**src/rtl/cpu_pkg.sv**
```systemverilog
package cpu_pkg;
  localparam int OPC_W = 4;

  localparam logic [OPC_W-1:0] OPC_STOP = 4'h0;
  localparam logic [OPC_W-1:0] OPC_LD   = 4'h1;
  localparam logic [OPC_W-1:0] OPC_ST   = 4'h2;
  localparam logic [OPC_W-1:0] OPC_ADD  = 4'h3;
  localparam logic [OPC_W-1:0] OPC_SUB  = 4'h4;
  localparam logic [OPC_W-1:0] OPC_GOTO = 4'h5;
  localparam logic [OPC_W-1:0] OPC_JZ   = 4'h6;
  localparam logic [OPC_W-1:0] OPC_JN   = 4'h7;
  localparam logic [OPC_W-1:0] OPC_LDI  = 4'h9;
  localparam logic [OPC_W-1:0] OPC_STI  = 4'hA;
  localparam logic [OPC_W-1:0] OPC_ADDI = 4'hB;
  localparam logic [OPC_W-1:0] OPC_SUBI = 4'hC;

  typedef enum logic [2:0] {
    ST_FETCH, ST_DECODE, ST_EXEC, ST_ALU, ST_WB, ST_HALT
  } state_e;

  typedef struct packed {
    logic halt;
    logic load;
    logic store;
    logic arith;
    logic sub;
    logic jmp;
    logic jz;
    logic jn;
    logic ind;
  } ctl_t;
endpackage

```
**src/rtl/cpu_decode.sv**
```systemverilog
module cpu_decode
  import cpu_pkg::*;
(
  input  logic [OPC_W-1:0] opc_i,
  output ctl_t             ctl_o
);
  always_comb begin
    ctl_o = '0;
    unique case (opc_i)
      OPC_LD:   ctl_o.load  = 1'b1;
      OPC_ST:   ctl_o.store = 1'b1;
      OPC_ADD:  ctl_o.arith = 1'b1;
      OPC_SUB:  begin ctl_o.arith = 1'b1; ctl_o.sub = 1'b1; end
      OPC_GOTO: ctl_o.jmp   = 1'b1;
      OPC_JZ:   ctl_o.jz    = 1'b1;
      OPC_JN:   ctl_o.jn    = 1'b1;
      OPC_LDI:  begin ctl_o.load  = 1'b1; ctl_o.ind = 1'b1; end
      OPC_STI:  begin ctl_o.store = 1'b1; ctl_o.ind = 1'b1; end
      OPC_ADDI: begin ctl_o.arith = 1'b1; ctl_o.ind = 1'b1; end
      OPC_SUBI: begin ctl_o.arith = 1'b1; ctl_o.sub = 1'b1; ctl_o.ind = 1'b1; end
      default:  ctl_o.halt  = 1'b1; // STOP and unused codes
    endcase
  end
endmodule

```
**src/rtl/cpu_regfile.sv**
```systemverilog
module cpu_regfile #(
  parameter int DATA_W   = 16,
  parameter int NUM_REGS = 4,
  parameter int PTR_W    = 10,
  localparam int REG_W   = $clog2(NUM_REGS)
) (
  input  logic              clk_i,
  input  logic              rst_ni,
  input  logic              we_i,
  input  logic [REG_W-1:0]  waddr_i,
  input  logic [DATA_W-1:0] wdata_i,
  input  logic [REG_W-1:0]  raddr_a_i,
  output logic [DATA_W-1:0] rdata_a_o,
  input  logic [REG_W-1:0]  raddr_b_i,
  output logic [PTR_W-1:0]  rdata_b_o
);
  logic [DATA_W-1:0] regs_q [NUM_REGS];

  for (genvar g = 0; g < NUM_REGS; g++) begin : g_reg
    always_ff @(posedge clk_i or negedge rst_ni) begin
      if (!rst_ni)                             regs_q[g] <= '0;
      else if (we_i && waddr_i == REG_W'(g))   regs_q[g] <= wdata_i;
    end
  end

  assign rdata_a_o = regs_q[raddr_a_i];
  assign rdata_b_o = regs_q[raddr_b_i][PTR_W-1:0];
endmodule

```
**src/rtl/cpu_alu.sv**
```systemverilog
module cpu_alu #(
  parameter int DATA_W = 16
) (
  input  logic [DATA_W-1:0] a_i,
  input  logic [DATA_W-1:0] b_i,
  input  logic              sub_i,
  output logic [DATA_W-1:0] y_o
);
  assign y_o = sub_i ? (a_i - b_i) : (a_i + b_i);
endmodule

```
**src/rtl/acc_cpu.sv**
```systemverilog
module acc_cpu
  import cpu_pkg::*;
#(
  parameter int DATA_W   = 16,
  parameter int NUM_REGS = 4,
  localparam int REG_W   = $clog2(NUM_REGS),
  localparam int ADDR_W  = DATA_W - OPC_W - REG_W
) (
  input  logic              clk_i,
  input  logic              rst_ni,
  output logic [ADDR_W-1:0] mem_addr_o,
  output logic              mem_we_o,
  output logic [DATA_W-1:0] mem_wdata_o,
  input  logic [DATA_W-1:0] mem_rdata_i,
  output logic              halted_o
);
  state_e            state_q;
  logic [ADDR_W-1:0] pc_q;
  logic [DATA_W-1:0] ir_q, alu_a_q, alu_b_q, alu_y_q;
  ctl_t              ctl_q, ctl_d;

  logic [OPC_W-1:0]  f_opc;
  logic [REG_W-1:0]  f_rn, f_rm;
  logic [ADDR_W-1:0] f_addr, eff_addr, ptr;
  logic [DATA_W-1:0] rn_val, alu_y, rf_wdata;
  logic              rf_we, take;

  assign f_opc  = ir_q[DATA_W-1 -: OPC_W];
  assign f_rn   = ir_q[ADDR_W +: REG_W];
  assign f_addr = ir_q[ADDR_W-1:0];
  assign f_rm   = ir_q[REG_W-1:0];

  cpu_decode u_dec (.opc_i(f_opc), .ctl_o(ctl_d));

  assign rf_we    = (state_q == ST_WB) || (state_q == ST_EXEC && ctl_q.load);
  assign rf_wdata = (state_q == ST_WB) ? alu_y_q : mem_rdata_i;

  cpu_regfile #(.DATA_W(DATA_W), .NUM_REGS(NUM_REGS), .PTR_W(ADDR_W)) u_rf (
    .clk_i, .rst_ni,
    .we_i(rf_we), .waddr_i(f_rn), .wdata_i(rf_wdata),
    .raddr_a_i(f_rn), .rdata_a_o(rn_val),
    .raddr_b_i(f_rm), .rdata_b_o(ptr)
  );

  cpu_alu #(.DATA_W(DATA_W)) u_alu (
    .a_i(alu_a_q), .b_i(alu_b_q), .sub_i(ctl_q.sub), .y_o(alu_y)
  );

  assign eff_addr = ctl_q.ind ? ptr : f_addr;
  assign take     = ctl_q.jmp | (ctl_q.jz & ~|rn_val) | (ctl_q.jn & rn_val[DATA_W-1]);

  assign mem_addr_o  = (state_q == ST_EXEC) ? eff_addr : pc_q;
  assign mem_we_o    = (state_q == ST_EXEC) && ctl_q.store;
  assign mem_wdata_o = rn_val;
  assign halted_o    = (state_q == ST_HALT);

  always_ff @(posedge clk_i or negedge rst_ni) begin
    if (!rst_ni) begin
      state_q <= ST_FETCH;
      pc_q    <= '0;
      ir_q    <= '0;
      ctl_q   <= '0;
      alu_a_q <= '0;
      alu_b_q <= '0;
      alu_y_q <= '0;
    end else begin
      unique case (state_q)
        ST_FETCH: begin
          ir_q    <= mem_rdata_i;
          pc_q    <= pc_q + ADDR_W'(1);
          state_q <= ST_DECODE;
        end
        ST_DECODE: begin
          ctl_q   <= ctl_d;
          state_q <= ctl_d.halt ? ST_HALT : ST_EXEC;
        end
        ST_EXEC: begin
          if (take) pc_q <= f_addr;
          if (ctl_q.arith) begin
            alu_a_q <= rn_val;
            alu_b_q <= mem_rdata_i;
            state_q <= ST_ALU;
          end else begin
            state_q <= ST_FETCH;
          end
        end
        ST_ALU: begin
          alu_y_q <= alu_y;
          state_q <= ST_WB;
        end
        ST_WB:   state_q <= ST_FETCH;
        default: state_q <= ST_HALT;
      endcase
    end
  end
endmodule

```
**config.mk**
```make
export PLATFORM = sky130hd
export DESIGN_NAME = acc_cpu
export DESIGN_NICKNAME = d
export VERILOG_FILES = /design/src/rtl/cpu_pkg.sv /design/src/rtl/cpu_decode.sv /design/src/rtl/cpu_regfile.sv /design/src/rtl/cpu_alu.sv /design/src/rtl/acc_cpu.sv
export SDC_FILE = /design/constraint.sdc
export NUM_CORES = 1
export LEC_CHECK = 0
export ABC_AREA = 0
export BUFFER_PORTS_ARGS = -buffer_cell sky130_fd_sc_hd__buf_2
export CORE_MARGIN = 2
export CORE_UTILIZATION = 61
export CTS_BUF_LIST = sky130_fd_sc_hd__clkbuf_16
export DETAILED_ROUTE_END_ITERATION = 16
export GPL_ROUTABILITY_DRIVEN = 0
export PLACE_DENSITY = 0.8
export SYNTH_ARGS = -nofsm -noshare
export SYNTH_HDL_FRONTEND = slang
export SYNTH_SLANG_ARGS = --single-unit
export TNS_END_PERCENT = 30
```
**constraint.sdc**
```tcl
create_clock -name clk_i -period 3.5 [get_ports clk_i]
set_clock_uncertainty 0.15 [all_clocks]
set_input_delay 0.35 -clock clk_i [delete_from_list [all_inputs] [get_ports clk_i]]
set_output_delay 0.35 -clock clk_i [all_outputs]
set_load 0.01 [all_outputs]
```
* Yosys cells after proc, flatten, opt, wreduce, memory -nomap -nowiden *
Cells that the tools add are included.
W data, S select, Z words.

operators by class
  muxes and demuxes = 23
  reduce and logical (&&, ||, !) cells = 20
  magnitude comparators = 2
  shifts and indexed selects = 0
  multipliers = 0
  add/sub/neg operators = 3
  equality and inequality tests = 20
  div/mod/pow operators = 0
  bitwise gates (word level) = 6

operator list
  operator                 count
  $bmux W16 S2             2
  $mux W16                 4
  $mux W10                 5
  $pmux W10 S2             1
  $add A16 B16 Y16         1
  $eq A4 B3 Y1 const B     4
  $eq A4 B4 Y1 const B     4
  $reduce_or A16 Y1        1
  $sub A16 B16 Y16         1
  $pmux W3 S5              1
  $reduce_or A11 Y1        1
  $add A10 B1 Y10 const B  1
  $eq A4 B2 Y1 const B     2
  $mux W1                  8
  $reduce_or A4 Y1         2
  $eq A3 B2 Y1 const B     2
  $eq A3 B3 Y1 const B     2
  $ge A3 B3 Y1 const B     2
  $logic_and A1 B1 Y1      6
  $not A2 Y3               2
  $reduce_or A2 Y1         3
  $eq A2 B2 Y1 const B     2
  $eq A4 B1 Y1 const B     1
  $reduce_and A2 Y1        2
  12 further kinds         14

word-level totals
  output and inout port bits = 28
  memories kept = 0
  latch bits = 0
  word-level logic and storage cells = 92
  bits in read-only memories = 0
  register bits = 149
  RAM bits = 0

* Longest topological paths before layout *
  word-level depth = 11
  gate-level depth with buffers = 14
  gate-level depth less buffers = 13

* Modules after synthesis *
From an unflattened synthesis, not the netlist that was laid out.

second synthesis, totals
  cells, all modules = 637
  area, all modules = 8279.2 um2

modules (own cells, without submodules)
  module       cells each  instances  area an instance (um2)  sequential area each (um2)
  acc_cpu      317         1          4176.5                  2127.0
  cpu_regfile  168         1          3026.7                  1601.5
  cpu_alu      136         1          989.7                   0.0
  cpu_decode   16          1          86.3                    0.0

* Worst setup path after synthesis *
Ideal clock, no wire load.

  path type = reg-to-reg
  start point = register alu_b_q[6]
  end point = register alu_y_q[15]
  setup time = 132 ps
  stages on the path, launching flop included = 13
  data required time = 3218 ps
  period minus slack after synthesis = 3157 ps
  arrival time = 2875 ps
  setup slack = 343 ps
  path buffers = 1
  path through = dfrtp_1 or4_1 nor4b_2 nor2_1 xnor2_1 ha_1 clkbuf_1 a21oi_1 a21oi_1 o41ai_1 o21ai_0 xnor2_1 o21ai_1

between the ends
  longest elaborated chain between the ends = 2
  elaborated cells on any way between the ends = 3

RTL lines
  item                                                         RTL line       RTL
  from (decl)                                                  acc_cpu.sv:19  logic [DATA_W-1:0] ir_q, alu_a_q, alu_b_q, alu_y_q;
  from (signal assigned)                                       acc_cpu.sv:81  alu_b_q <= mem_rdata_i;
  $add A16 B16 Y16 / $sub A16 B16 Y16 (equally long branches)  cpu_alu.sv:9   assign y_o = sub_i ? (a_i - b_i) : (a_i + b_i);
  $mux W16 (*)                                                 cpu_alu.sv:9
  to (signal assigned)                                         acc_cpu.sv:88  alu_y_q <= alu_y;
  to (decl)                                                    acc_cpu.sv:19

Mark *: on every way between the ends. The rest lies on a longest branch, timed or not.
A chain may end at the register's enable or synchronous reset.

* Worst setup path in the final report *
Same ends and word-level chain as after synthesis.

==> metrics.txt <==
# TYPE chip_impl_metric gauge
chip_impl_info{name="outcome",value="complete, no violations"} 1
chip_impl_metric{name="floorplan.die_area",unit="µm²"} 13900
chip_impl_metric{name="clock_latency",unit="ps"} 430
chip_impl_metric{name="design.final.nets",unit=""} 823
chip_impl_info{name="synth-main-ff-cell",value="sky130_fd_sc_hd__dfrtp_1"} 1
chip_impl_metric{name="timing.slew.headroom",unit=""} 0.465
chip_impl_info{name="cts_root_buf",value="sky130_fd_sc_hd__clkbuf_16"} 1
chip_impl_metric{name="wire_per_inst",unit="µm"} 21.1
chip_impl_metric{name="track_usage",unit=""} 0.307
chip_impl_metric{name="synthesis.area_per_instance",unit="µm²"} 10.6
chip_impl_metric{name="synth_nets",unit=""} 784
chip_impl_metric{name="synthDistinctLibCells",unit=""} 62
chip_impl_info{name="r2r_path_start",value="alu_b_q[6]$_DFFE_PN0P_"} 1
chip_impl_metric{name="clock.fmax",unit="GHz"} 0.302
chip_impl_metric{name="global_route.overflow_total",unit=""} 0
chip_impl_info{name="min-delay-start",value="mem_rdata_i[12]"} 1
chip_impl_info{name="timing_worst_setup_path_type",value="reg -> reg"} 1
chip_impl_metric{name="grt_first_pass_wirelength",unit="µm"} 33100
chip_impl_metric{name="totalWireLength",unit="µm"} 20500
chip_impl_metric{name="intPower",unit="W"} 0.00626
chip_impl_metric{name="ioPinCount",unit=""} 46
chip_impl_metric{name="power.switching_fraction",unit=""} 0.426
chip_impl_metric{name="p_leak",unit="nW"} 3.94
chip_impl_metric{name="tritoncts.num_buffers",unit=""} 17
chip_impl_metric{name="drtIter0Drc",unit=""} 603
chip_impl_metric{name="synth-async-reset-ratio",unit=""} 1.00
chip_impl_metric{name="detail_route.drc_violations",unit=""} 0
chip_impl_metric{name="synth-edff-count",unit=""} 0
chip_impl_metric{name="power_frac_seq",unit=""} 0.314
chip_impl_metric{name="dr.pass1.iters",unit=""} 6
chip_impl_metric{name="timing.critical_path.required",unit="ps"} 3640
chip_impl_metric{name="floorplan.initialDensity",unit=""} 0.626
chip_impl_metric{name="final_min_period_over_clock_period",unit=""} 0.947
chip_impl_info{name="worstSetupStartpoint",value="alu_b_q[6]$_DFFE_PN0P_"} 1
chip_impl_metric{name="clk_pin_slew",unit="ps"} 60
chip_impl_metric{name="cell_area_after_synthesis",unit="µm²"} 7890
chip_impl_metric{name="count_of_warnings_emitted_by_yosys",unit=""} 0
chip_impl_metric{name="layout_setup_ws",unit="ps"} 187
chip_impl_metric{name="comb_power_share",unit=""} 0.505
chip_impl_metric{name="synth-seq-cells",unit=""} 149
chip_impl_metric{name="die_h",unit="µm"} 118
chip_impl_info{name="tritoncts",value="yes"} 1
chip_impl_metric{name="port-buffer-count",unit=""} 45
chip_impl_metric{name="power_switching",unit="W"} 0.00464
chip_impl_metric{name="maximum_number_of_pins_on_one_net_before_global_route_repair",unit=""} 73
chip_impl_metric{name="n_antenna_cell",unit=""} 0
chip_impl_metric{name="syn-instance-count",unit=""} 748
chip_impl_info{name="rsz0062_at_grt",value="false"} 1
chip_impl_metric{name="max-vdd-ir-drop",unit="mV"} 0.801
chip_impl_metric{name="clock_sinks",unit=""} 149
chip_impl_metric{name="clockPowerShare",unit=""} 0.182
chip_impl_metric{name="finalHoldViolCount",unit=""} 0
chip_impl_metric{name="die_w",unit="µm"} 118
chip_impl_metric{name="post-place-ws",unit="ps"} 65.8
chip_impl_metric{name="worst_slew_pin_tran",unit="ps"} 802
chip_impl_metric{name="worst-endpoint-arrival",unit="ps"} 3450
chip_impl_metric{name="period_minus_slack",unit="ps"} 3310
chip_impl_metric{name="route.vias.total",unit=""} 6169
chip_impl_metric{name="max_cap_viol_count",unit=""} 0
chip_impl_info{name="kind_of_end_point_of_the_critical_path",value="flop"} 1
chip_impl_info{name="setup.worst_path.start_class",value="flop"} 1
chip_impl_metric{name="antenna_found_initial",unit=""} 0
chip_impl_metric{name="timing.setup.tns",unit="ps"} 0
chip_impl_metric{name="finalSetupViolCount",unit=""} 0
chip_impl_metric{name="post-dp-hpwl",unit="µm"} 14000
chip_impl_metric{name="htree_levels",unit=""} 4
chip_impl_metric{name="seq_area_frac_synth",unit=""} 0.472
chip_impl_metric{name="detail-route-antenna-nets",unit=""} 0
chip_impl_metric{name="holdWs",unit="ps"} 51.2
chip_impl_metric{name="placement_rows",unit=""} 41
chip_impl_metric{name="final_util",unit=""} 0.712
chip_impl_metric{name="first_global_vias",unit=""} 6198
chip_impl_metric{name="worst-path-max-fanout",unit=""} 7
chip_impl_info{name="hold_path_class",value="in -> reg"} 1
chip_impl_metric{name="number_of_buffers_on_the_longest_clock_path",unit=""} 2
chip_impl_metric{name="synthToLayoutAreaGrowth",unit="%"} 13.9
chip_impl_metric{name="coreArea",unit="µm²"} 12600
chip_impl_metric{name="drive_gt1_frac",unit=""} 0.214
chip_impl_metric{name="max_transition_viols_final",unit=""} 0
chip_impl_metric{name="vias_per_cell",unit=""} 6.35
chip_impl_metric{name="cellPowerDensity",unit="nW/µm²"} 1210
==> power by group through the flow <==
stage	Combinational, W	Clock (W)	Sequential (W)
after floorplan	0.00409	0	0.00303
after global placement	0.00513	0	0.00332
after detailed placement	0.00533	0	0.00340
after CTS	0.00541	0.00199	0.00339
after global routing	0.00597	0.00207	0.00354
final	0.00550	0.00198	0.00342
==> registers in the layout, summed over array words and instances (netlist names) <==
signal	cells
alu_a_q	16
alu_b_q	16
alu_y_q	16
ctl_q	8
ir_q	16
pc_q	10
state_q	3
u_rf.regs_q	64
==> final timing paths <==
check / endpoint / slack, ps / cells after the start
max in group asynchronous: u_rf.regs_q[55]$_DFFE_PN0P_ / 2020 / 3
setup reg to reg: alu_y_q[15]$_DFFE_PN0P_ / 190 / 11
hold reg to reg: u_rf.regs_q[14]$_DFFE_PN0P_ / 330 / 2
hold / removal: alu_b_q[12]$_DFFE_PN0P_ / 50 / 3
min in group asynchronous: pc_q[6]$_DFFE_PN0P_ / 340 / 2
setup / recovery: alu_y_q[15]$_DFFE_PN0P_ / 190 / 11
==> synthesized netlist by cell type, types with 10 or more instances <==
cell type,count,area [µm²]
sky130_fd_sc_hd__a21o_1,10,75.1
sky130_fd_sc_hd__a21oi_1,47,235
sky130_fd_sc_hd__clkbuf_1,35,131
sky130_fd_sc_hd__dfrtp_1,149,3730
sky130_fd_sc_hd__ha_1,17,213
sky130_fd_sc_hd__inv_1,13,48.8
sky130_fd_sc_hd__mux2_2,44,495
sky130_fd_sc_hd__mux2i_1,32,320
sky130_fd_sc_hd__mux4_1,10,263
sky130_fd_sc_hd__mux4_2,13,293
sky130_fd_sc_hd__nand2_1,93,349
sky130_fd_sc_hd__nand3_1,15,75.1
sky130_fd_sc_hd__nor2_1,44,165
sky130_fd_sc_hd__nor3_1,13,65.1
sky130_fd_sc_hd__o21ai_0,73,365
sky130_fd_sc_hd__o21ai_1,17,85.1
sky130_fd_sc_hd__xnor2_1,19,166
==> worst max-delay path: stages, from the launching register on <==
cell and delay [ps]:
sky130_fd_sc_hd__dfrtp_1 410, sky130_fd_sc_hd__or4_4 600, sky130_fd_sc_hd__nor4b_4 340, sky130_fd_sc_hd__a21oi_1 130, sky130_fd_sc_hd__xnor2_1 150, sky130_fd_sc_hd__ha_1 370, sky130_fd_sc_hd__nand3_1 200, sky130_fd_sc_hd__a21oi_1 60
sky130_fd_sc_hd__o41ai_1 300, sky130_fd_sc_hd__o21ai_0 180, sky130_fd_sc_hd__xnor2_1 200, sky130_fd_sc_hd__o21ai_1 70
==> timing repair <==
| item | 4_1_cts | 5_1_grt |
|---|---|---|
| hold buffers | 1 | 0 |
| setup endpoints to repair | 0 | 3 |
| gates resized for setup | 0 | 6 |
| hold endpoints to repair | 70 | 0 |
| setup buffers | 0 | 1 |
==> logic make-up after synthesis <==
family                   count (synthesis)  synth area share
XOR/XNOR                                27            0.0300
adder cells (fa/ha/maj)                 18            0.0295
multiplexers                            99             0.174
AND/OR/NAND/NOR                        205             0.118
buffers and inverters                   58            0.0312
flip-flops                             149             0.472
AO/OA/AOI/OAI                          192             0.145
==> per-layer routing <==
layer | vias to the layer above | global-route usage | wire length (µm)
li1 | 2800 | - | -
met1 | 3026 | 0.415 | 8590
met2 | 288 | 0.489 | 10000
met3 | 55 | 0.0673 | 1290
met4 | 0 | 0.116 | 601
met5 | - | 0 | 0
==> metrics by stage <==
step | instances | power (W) | area [µm²]
floorplan | 748 | 0.00712 | 7890
global placement | 938 | 0.00845 | 8300
detailed placement | 938 | 0.00873 | 8300
CTS | 971 | 0.0108 | 8950
global route | 972 | 0.0116 | 8990
finish | 972 | 0.0109 | 8990
==> cell type report <==
class | instances | area, µm²
inverters | 14 | 52.6
multi-input cells | 541 | 3970
well taps | 172 | 215
clock buffers | 17 | 425
flip-flops and latches | 149 | 3730
repair buffers | 64 | 389
clock inverters | 15 | 211
fillers | 905 | 3630
==> placed cells by master, fill, tap and decap left out, types with 11 or more instances in the layout <==
cell type	netlist	routed
sky130_fd_sc_hd__ha_1	17	17
sky130_fd_sc_hd__mux2_2	44	44
sky130_fd_sc_hd__dfrtp_1	149	149
sky130_fd_sc_hd__mux2i_1	32	32
sky130_fd_sc_hd__buf_2	2	44
sky130_fd_sc_hd__nand2_1	93	93
sky130_fd_sc_hd__o21ai_0	73	73
sky130_fd_sc_hd__inv_1	13	13
sky130_fd_sc_hd__nand3_1	15	15
sky130_fd_sc_hd__nor2_1	44	44
sky130_fd_sc_hd__o21ai_1	17	17
sky130_fd_sc_hd__a21oi_1	47	45
sky130_fd_sc_hd__nor3_1	13	11
sky130_fd_sc_hd__buf_4	0	17
sky130_fd_sc_hd__xnor2_1	19	19
sky130_fd_sc_hd__mux4_2	13	13
sky130_fd_sc_hd__clkbuf_16	0	17
(Power assumes the default switching activity.)
